## src/rtl/prefix_packer.sv

```systemverilog
module prefix_packer #(
  parameter int WORD_W = 64,
  parameter int SYM_W  = 4,
  localparam int POS_W = $clog2(WORD_W),
  localparam int LEN_W = $clog2(WORD_W + 1),
  localparam int DEPTH = 1 << SYM_W
) (
  input  logic              clk,
  input  logic              rst_n,
  input  logic              tbl_we,
  input  logic [SYM_W-1:0]  tbl_sel,
  input  logic [WORD_W-1:0] tbl_code,
  input  logic [LEN_W-1:0]  tbl_len,
  input  logic [POS_W-1:0]  start_pos,
  input  logic              sym_valid,
  input  logic [SYM_W-1:0]  sym_idx,
  input  logic              flush,
  output logic              in_ready,
  output logic              out_valid,
  input  logic              out_ready,
  output logic [WORD_W-1:0] out_word,
  output logic              out_last,
  output logic [POS_W-1:0]  out_pad
);

  logic [WORD_W-1:0] code_mem [DEPTH];
  logic [LEN_W-1:0]  len_mem  [DEPTH];

  always_ff @(posedge clk) begin
    if (tbl_we) begin
      code_mem[tbl_sel] <= tbl_code;
      len_mem[tbl_sel]  <= tbl_len;
    end
  end

  logic [WORD_W-1:0] acc;
  logic [POS_W-1:0]  pos;
  logic              fresh;

  logic [LEN_W-1:0]    cur_len;
  logic [WORD_W-1:0]   cur_mask;
  logic [POS_W-1:0]    base;
  logic [2*WORD_W-1:0] placed;
  logic [WORD_W-1:0]   merged;
  logic [LEN_W:0]      next_pos;
  logic                wrap, take_sym, take_flush, pending;

  assign cur_len  = len_mem[sym_idx];
  assign cur_mask = (cur_len >= LEN_W'(WORD_W)) ? '1 : ((WORD_W'(1) << cur_len) - WORD_W'(1));
  assign base     = fresh ? start_pos : pos;
  assign placed   = {{WORD_W{1'b0}}, code_mem[sym_idx] & cur_mask} << base;
  assign merged   = (fresh ? '0 : acc) | placed[WORD_W-1:0];
  assign next_pos = (LEN_W+1)'(base) + (LEN_W+1)'(cur_len);
  assign wrap     = next_pos >= (LEN_W+1)'(WORD_W);

  assign in_ready   = !out_valid;
  assign take_sym   = sym_valid && in_ready;
  assign take_flush = flush && in_ready && !sym_valid;
  assign pending    = !fresh && (pos != '0);

  always_ff @(posedge clk or negedge rst_n) begin
    if (!rst_n) begin
      acc       <= '0;
      pos       <= '0;
      fresh     <= 1'b1;
      out_valid <= 1'b0;
      out_word  <= '0;
      out_last  <= 1'b0;
      out_pad   <= '0;
    end else begin
      if (out_valid && out_ready) out_valid <= 1'b0;
      if (take_sym) begin
        fresh <= 1'b0;
        if (wrap) begin
          out_valid <= 1'b1;
          out_word  <= merged;
          out_last  <= 1'b0;
          out_pad   <= '0;
          acc       <= placed[2*WORD_W-1:WORD_W];
          pos       <= POS_W'(next_pos - (LEN_W+1)'(WORD_W));
        end else begin
          acc <= merged;
          pos <= POS_W'(next_pos);
        end
      end else if (take_flush) begin
        fresh <= 1'b1;
        acc   <= '0;
        pos   <= '0;
        if (pending) begin
          out_valid <= 1'b1;
          out_word  <= acc;
          out_last  <= 1'b1;
          out_pad   <= pos;
        end
      end
    end
  end

endmodule

```

## config.mk

```make
export PLATFORM = sky130hd
export DESIGN_NAME = prefix_packer
export DESIGN_NICKNAME = d
export VERILOG_FILES = /design/src/rtl/prefix_packer.sv
export SDC_FILE = /design/constraint.sdc
export NUM_CORES = 2
export LEC_CHECK = 0
export BUFFER_PORTS_ARGS = -buffer_cell sky130_fd_sc_hd__buf_2
export CORE_MARGIN = 4
export CORE_UTILIZATION = 35
export DETAILED_ROUTE_END_ITERATION = 7
export GPL_ROUTABILITY_DRIVEN = 0
export HOLD_SLACK_MARGIN = 0.08
export MAX_ROUTING_LAYER = met4
export SKIP_LAST_GASP = 1
export SYNTH_ARGS = -nofsm -noshare
export SYNTH_HDL_FRONTEND = slang
export SYNTH_SLANG_ARGS = --single-unit
```

## constraint.sdc

```tcl
create_clock -name clk -period 12.7 [get_ports clk]
set_input_delay 1.905 -clock clk [delete_from_list [all_inputs] [get_ports clk]]
set_output_delay 1.905 -clock clk [all_outputs]
set_load 0.01 [all_outputs]
```

# Word-level counts from Yosys, hierarchy flattened
# Memories as Yosys holds them, arrays and structs flattened.
# Index checks and enable logic that the tools add are counted.
classes:
  add_sub_neg: 3
  shift: 2
  n_bitwise: 2
  n_eq_ne: 1
  n_mux: 30
  n_reduce_logical: 12
  n_lt_le_gt_ge: 2
op_table:
  columns: ["operator", "n"]
  rows:
  - ["$mux W64", 9]
  - ["$shl A64 B6 Y128", 1]
  - ["$and A64 B64 Y64", 1]
  - ["$or A64 B64 Y64", 1]
  - ["$shl A1 B7 Y64 const A", 1]
  - ["$sub A64 B1 Y64 const B", 1]
  - ["$mux W6", 8]
  - ["$mux W1", 13]
  - ["$add A6 B7 Y8", 1]
  - ["$ge A8 B7 Y1 const B", 1]
  - ["$ge A7 B7 Y1 const B", 1]
  - ["$reduce_bool A6 Y1", 1]
  - ["$sub A6 B1 Y6 const B", 1]
  - ["$logic_and A1 B1 Y1", 5]
  - ["$reduce_bool A2 Y1", 2]
  - ["$logic_not A1 Y1", 3]
  - ["$reduce_and A3 Y1", 1]
  - ["$ne A2 B2 Y1 const B", 1]
totals:
  inputBits: 91
  n_memories: 2
  regBits: 143
  ram_bits: 1136
  word_cells: 61
memory_table:
  columns: ["name", "words", "word_bits", "rd", "rd_clocked_by_memory_dff", "write_ports", "line_no", "text"]
  rows:
  - ["code_mem", 16, 64, 1, 0, 1, "26", "logic [WORD_W-1:0] code_mem [DEPTH];"]
  - ["len_mem", 16, 7, 1, 0, 1, "27", "logic [LEN_W-1:0] len_mem [DEPTH];"]

# Depth between registers and ports, before layout
# An unclocked memory read counts as a cell.
depth:
  ltp_word: 9
  depth_mapped: 25

# Least setup slack after synthesis
# Ideal clock, no wire load.
synth_path:
  path_kind: "input port to flip-flop"
  from: "input port tbl_sel[3]"
  to: "memory code_mem[0][0] (enable)"
  arrival_time_ps: 7238
  n_path_buf: 0
  path_slack_ps: 4874
  required_ps: 12112
  setup_ps: 588
  path_stages: 2
  cell_sequence: "or3b_2 -> nor3_1"
synth_lines:
  columns: ["item", "line_no", "text"]
  rows:
  - ["start: declaration", "11", "input logic [SYM_W-1:0] tbl_sel,"]
  - ["end: declaration", "26", null]
# Straight into the memory's write port.

# Worst setup path after layout
layout_path:
  from: "input port sym_idx[0]"
  to: "register acc[0]"
layout_between:
  elab_chain_cells: 9
  elab_cells_between_ends: 13
  classes_between: "add/sub (2); order compare (2); shift (2); mux (3); bitwise (2); memory (2)"
layout_rtl:
  columns: ["item", "line_no", "text"]
  rows:
  - ["start: declaration", "16", "input logic [SYM_W-1:0] sym_idx,"]
  - ["$mem_v2 Z16 W7", null, null]
  - ["$shl A1 B7 Y64", "49", "assign cur_mask = (cur_len >= LEN_W'(WORD_W)) ? '1 : ((WORD_W'(1) << cur_len) - WORD_W'(1));"]
  - ["$sub A64 B1 Y64", "49", null]
  - ["$mux W64", "49", null]
  - ["$and A64 B64 Y64", "51", "assign placed = {{WORD_W{1'b0}}, code_mem[sym_idx] & cur_mask} << base;"]
  - ["$shl A64 B6 Y128", "51", null]
  - ["$or A64 B64 Y64", "52", "assign merged = (fresh ? '0 : acc) | placed[WORD_W-1:0];"]
  - ["$mux W64 (*)", "74", "if (wrap) begin"]
  - ["$mux W64 (*)", "72", "if (take_sym) begin"]
  - ["end signal: assignment", "79", "acc <= placed[2*WORD_W-1:WORD_W];"]
  - ["end signal: assignment", "82", "acc <= merged;"]
  - ["end: declaration", "36", "logic [WORD_W-1:0] acc;"]
# Every way passes the cells marked *; elsewhere a longest branch is shown, timed or not.
# A chain may end at the register's enable or synchronous reset.

==> flow_metrics.tcl <==
set metrics [dict create \
    status "complete, no violations" \
    finalHoldViolCount 0 \
    htree_levels 4 \
    start_util_pct 35.2 \
    syn_inst 3713 \
    combinationalPowerShare_pct 34.8 \
    cts.sinks 1279 \
    ys_types 109 \
    vias 37905 \
    slowest_stage "buf_4" \
    ys_seq_area_share_pct 65.0 \
    end_kind "flip-flop" \
    total_power_mw 13.7 \
    worstSetupPathType "in2reg" \
    layout_min_cycle_time_ns 8.63 \
    clkPwrFrac_pct 28.3 \
    die_x_um 415 \
    grt_pass1_vias 36822 \
    route.detailed.drc 0 \
    clockRootBuffer "clkbuf_16" \
    path_cells "buf_8 -> buf_4 -> mux4_2 -> mux2i_1 -> mux2i_4 -> buf_4 -> nor3_1 -> nand2_1 -> ha_1 -> buf_4 -> clkinv_1 -> or4_1 -> or4_4 -> a2111o_1 -> a31oi_1 -> a2111oi_0 -> a31oi_1 -> a21oi_1 -> a2bb2oi_1 -> nand2_1 -> a32o_1" \
    powerDensity_mw_per_mm2 208 \
    io_buffers 163 \
    area_growth_pct 13.4 \
    die_h_um 415 \
    worstMarginPinSlew_ns 1.38 \
    startpoint_type "input port" \
    track_usage_pct 21.5 \
    cp.depth 21 \
    cts_tree "built" \
    vias_per_cell 6.17 \
    drv_cap 0 \
    core_area_sq_mm 0.165 \
    drive_gt1_share_pct 22.8 \
    p_seq_share_pct 36.9 \
    drt_pass1_iterations 8 \
    clk_pin_slew_worst_paths_ns 0.06 \
    wl_per_cell_um 30.0 \
    cts_made_buffers 135 \
    yosysTopAreaCell "edfxtp_1" \
    cp_top_family "buffers and inverters" \
    relSlewSlack_pct 6.71 \
    path_max_fanout 60 \
    antenna_found_initial 30 \
    synth_edf_count 1136 \
    synth_seq_cells 1279 \
    row_count 149 \
    ant_nets 0 \
    internal_power_mw 8.51 \
    io-pin-count 164 \
    critical_path_buf_inv_count 5 \
    rsz0062_at_grt "false" \
    clock_skew_ns 0.0748 \
    synth_area_per_cell_sq_um 15.6 \
    hold_depth 2 \
    synth_top_cell_area_share_pct 58.8 \
    post-route-util_pct 39.9 \
    overflow 0 \
    crit_top_cell "buf_4" \
    ir_drop_uv 270 \
    syn_nets 3812 \
    arrival_ns 9.26 \
    fin_setup_tns_ns 0 \
    switching_share_pct 38.0 \
    worstSkewPairLatency_ns 0.81 \
    dp_hpwl_um 114000 \
    ys_async_sr_fraction_pct 11.2 \
    post_cts_resized 0 \
    hold_ws_ns 0.480 \
    fin_crit_sh_pct 67.9 \
    synthTopCellsByArea "edfxtp_1, mux4_2, dfrtp_1" \
    wl_um 184000 \
    post_cts_buffers 0 \
    slew_violations 0 \
    grt_first_pass_wirelength_um 267000 \
    initialDrtViolationCount 6359 \
    netlist_area_sq_mm 0.0580 \
    reg2reg_depth 18 \
    fmax_mhz 116 \
    worstPathRequired_ns 13.33 \
    cts_buffer_depth 3 \
    yosys_most_used_dff "edfxtp_1" \
    p_sw_mw 5.21 \
    die_area_sq_mm 0.172 \
    hp-class "reg2reg" \
    setup_violations 0 \
    nets 3925 \
    cts_hold_buf 0 \
    synth_warnings 0 \
    slowest_delay_ns 0.74 \
    power_leakage_nw 21.4 \
    grt_max_degree 93 \
]
## synth_stat cells, types with 12 or more instances
master and number:
o21a_1 27, nor2_1 201, buf_1 27, a2bb2oi_1 21, or3_1 18, a22oi_1 38
a31oi_1 31, a32oi_1 25, o22ai_1 16, nand2_1 214, or2_2 13, o2111ai_1 13
nor4_1 20, o211ai_1 84, and2_1 26, edfxtp_1 1136, o31ai_1 30, a21oi_1 156
buf_4 12, o32ai_1 12, a211o_1 17, a221oi_1 40, a211oi_1 33, o21ai_0 154
nor2b_1 12, mux2_2 29, nor3_1 61, mux4_2 340, mux2i_1 58, nand4_1 20
buf_2 53, a21o_1 27, inv_1 16, nand3_1 86, and3_1 27, o221ai_1 37
dfrtp_1 142, clkbuf_1 186, a311oi_1 17, a22o_1 26, a221o_1 16, o21ai_1 18
## cells by family (layout without fill, tap and decap cells)
family / Yosys count / in the layout / synth area share [%]
buffers and inverters: 305 / 523 / 2.21
adders and majority gates: 8 / 8 / 0.185
other: 0 / 20 / 0
AOI/OAI and AO/OA: 953 / 953 / 11.8
and+or+nand+nor: 736 / 736 / 6.01
muxes: 429 / 429 / 14.8
xor gates and xnor gates: 3 / 3 / 0.0453
DFF: 1279 / 1279 / 65.0
## metrics by stage
step,area (sq um),cells,worst slack (ns)
after floorplan,58000,3713,4.87
after global placement,61400,5878,3.56
after detailed placement,61400,5878,3.54
after CTS,65800,6120,4.35
after global routing,65800,6138,3.78
final,65800,6140,4.07
## area by class of cell
class	count	area (sq um)
timing repair buffer	257	1570
inverter	24	92.6
sequential	1279	37700
antenna	20	50.0
clock buffer	168	3540
clock inverter	74	852
multi-input combinational	2129	19300
tap	2189	2740
fill	14995	99000
## registers in the layout (all words and copies together), names as in the netlist
name / count
out_valid: 1
fresh: 1
len_mem: 112
out_word: 64
acc: 64
out_pad: 6
out_last: 1
pos: 6
code_mem: 1024
## tightest hold or removal path, stage by stage, from the launching register on
cell and delay [ns]:
dfrtp_1 0.34, nand2_1 0.05, o21ai_0 0.06
## layer usage
layer	GRT usage, %	vias to the layer above	wire [um]
met5	-	-	0
met4	8.38	0	8310
met3	6.47	499	20800
met2	31.9	2358	82900
met1	27.9	19390	72100
li1	-	15658	-
## power by group through the flow
stage	Sequential, mW	Combinational [mW]	Clock, mW
2_1_floorplan	5.11	2.88	0
3_3_place_gp	5.14	4.52	0
3_5_place_dp	5.15	4.54	0
4_1_cts	5.06	4.56	3.96
5_1_grt	5.09	4.99	4.14
6_report	5.07	4.77	3.88
## final timing paths
check | endpoint | start | slack (ns)
max | acc[0] | sym_idx[0] | 4.07
min | out_word[35] | out_word[35] | 0.48
max reg2reg | acc[51] | len_mem[12][2] | 5.74
min reg2reg | out_word[35] | out_word[35] | 0.48
max in group asynchronous | out_word[60] | rst_n | 10.13
min in group asynchronous | acc[1] | rst_n | 1.22
## layout by cell type (no fill, tap or decap), types with 38 or more instances in the layout
cell,netlist,layout
a21oi_1,156,156
a221oi_1,40,40
a22oi_1,38,38
buf_2,53,158
buf_4,12,94
clkbuf_16,0,136
dfrtp_1,142,142
edfxtp_1,1136,1136
mux2i_1,58,52
mux4_2,340,340
nand2_1,214,213
nand3_1,86,86
nor2_1,201,183
nor3_1,61,57
o211ai_1,84,84
o21ai_0,154,153
Power figures use the tool's default switching activity.
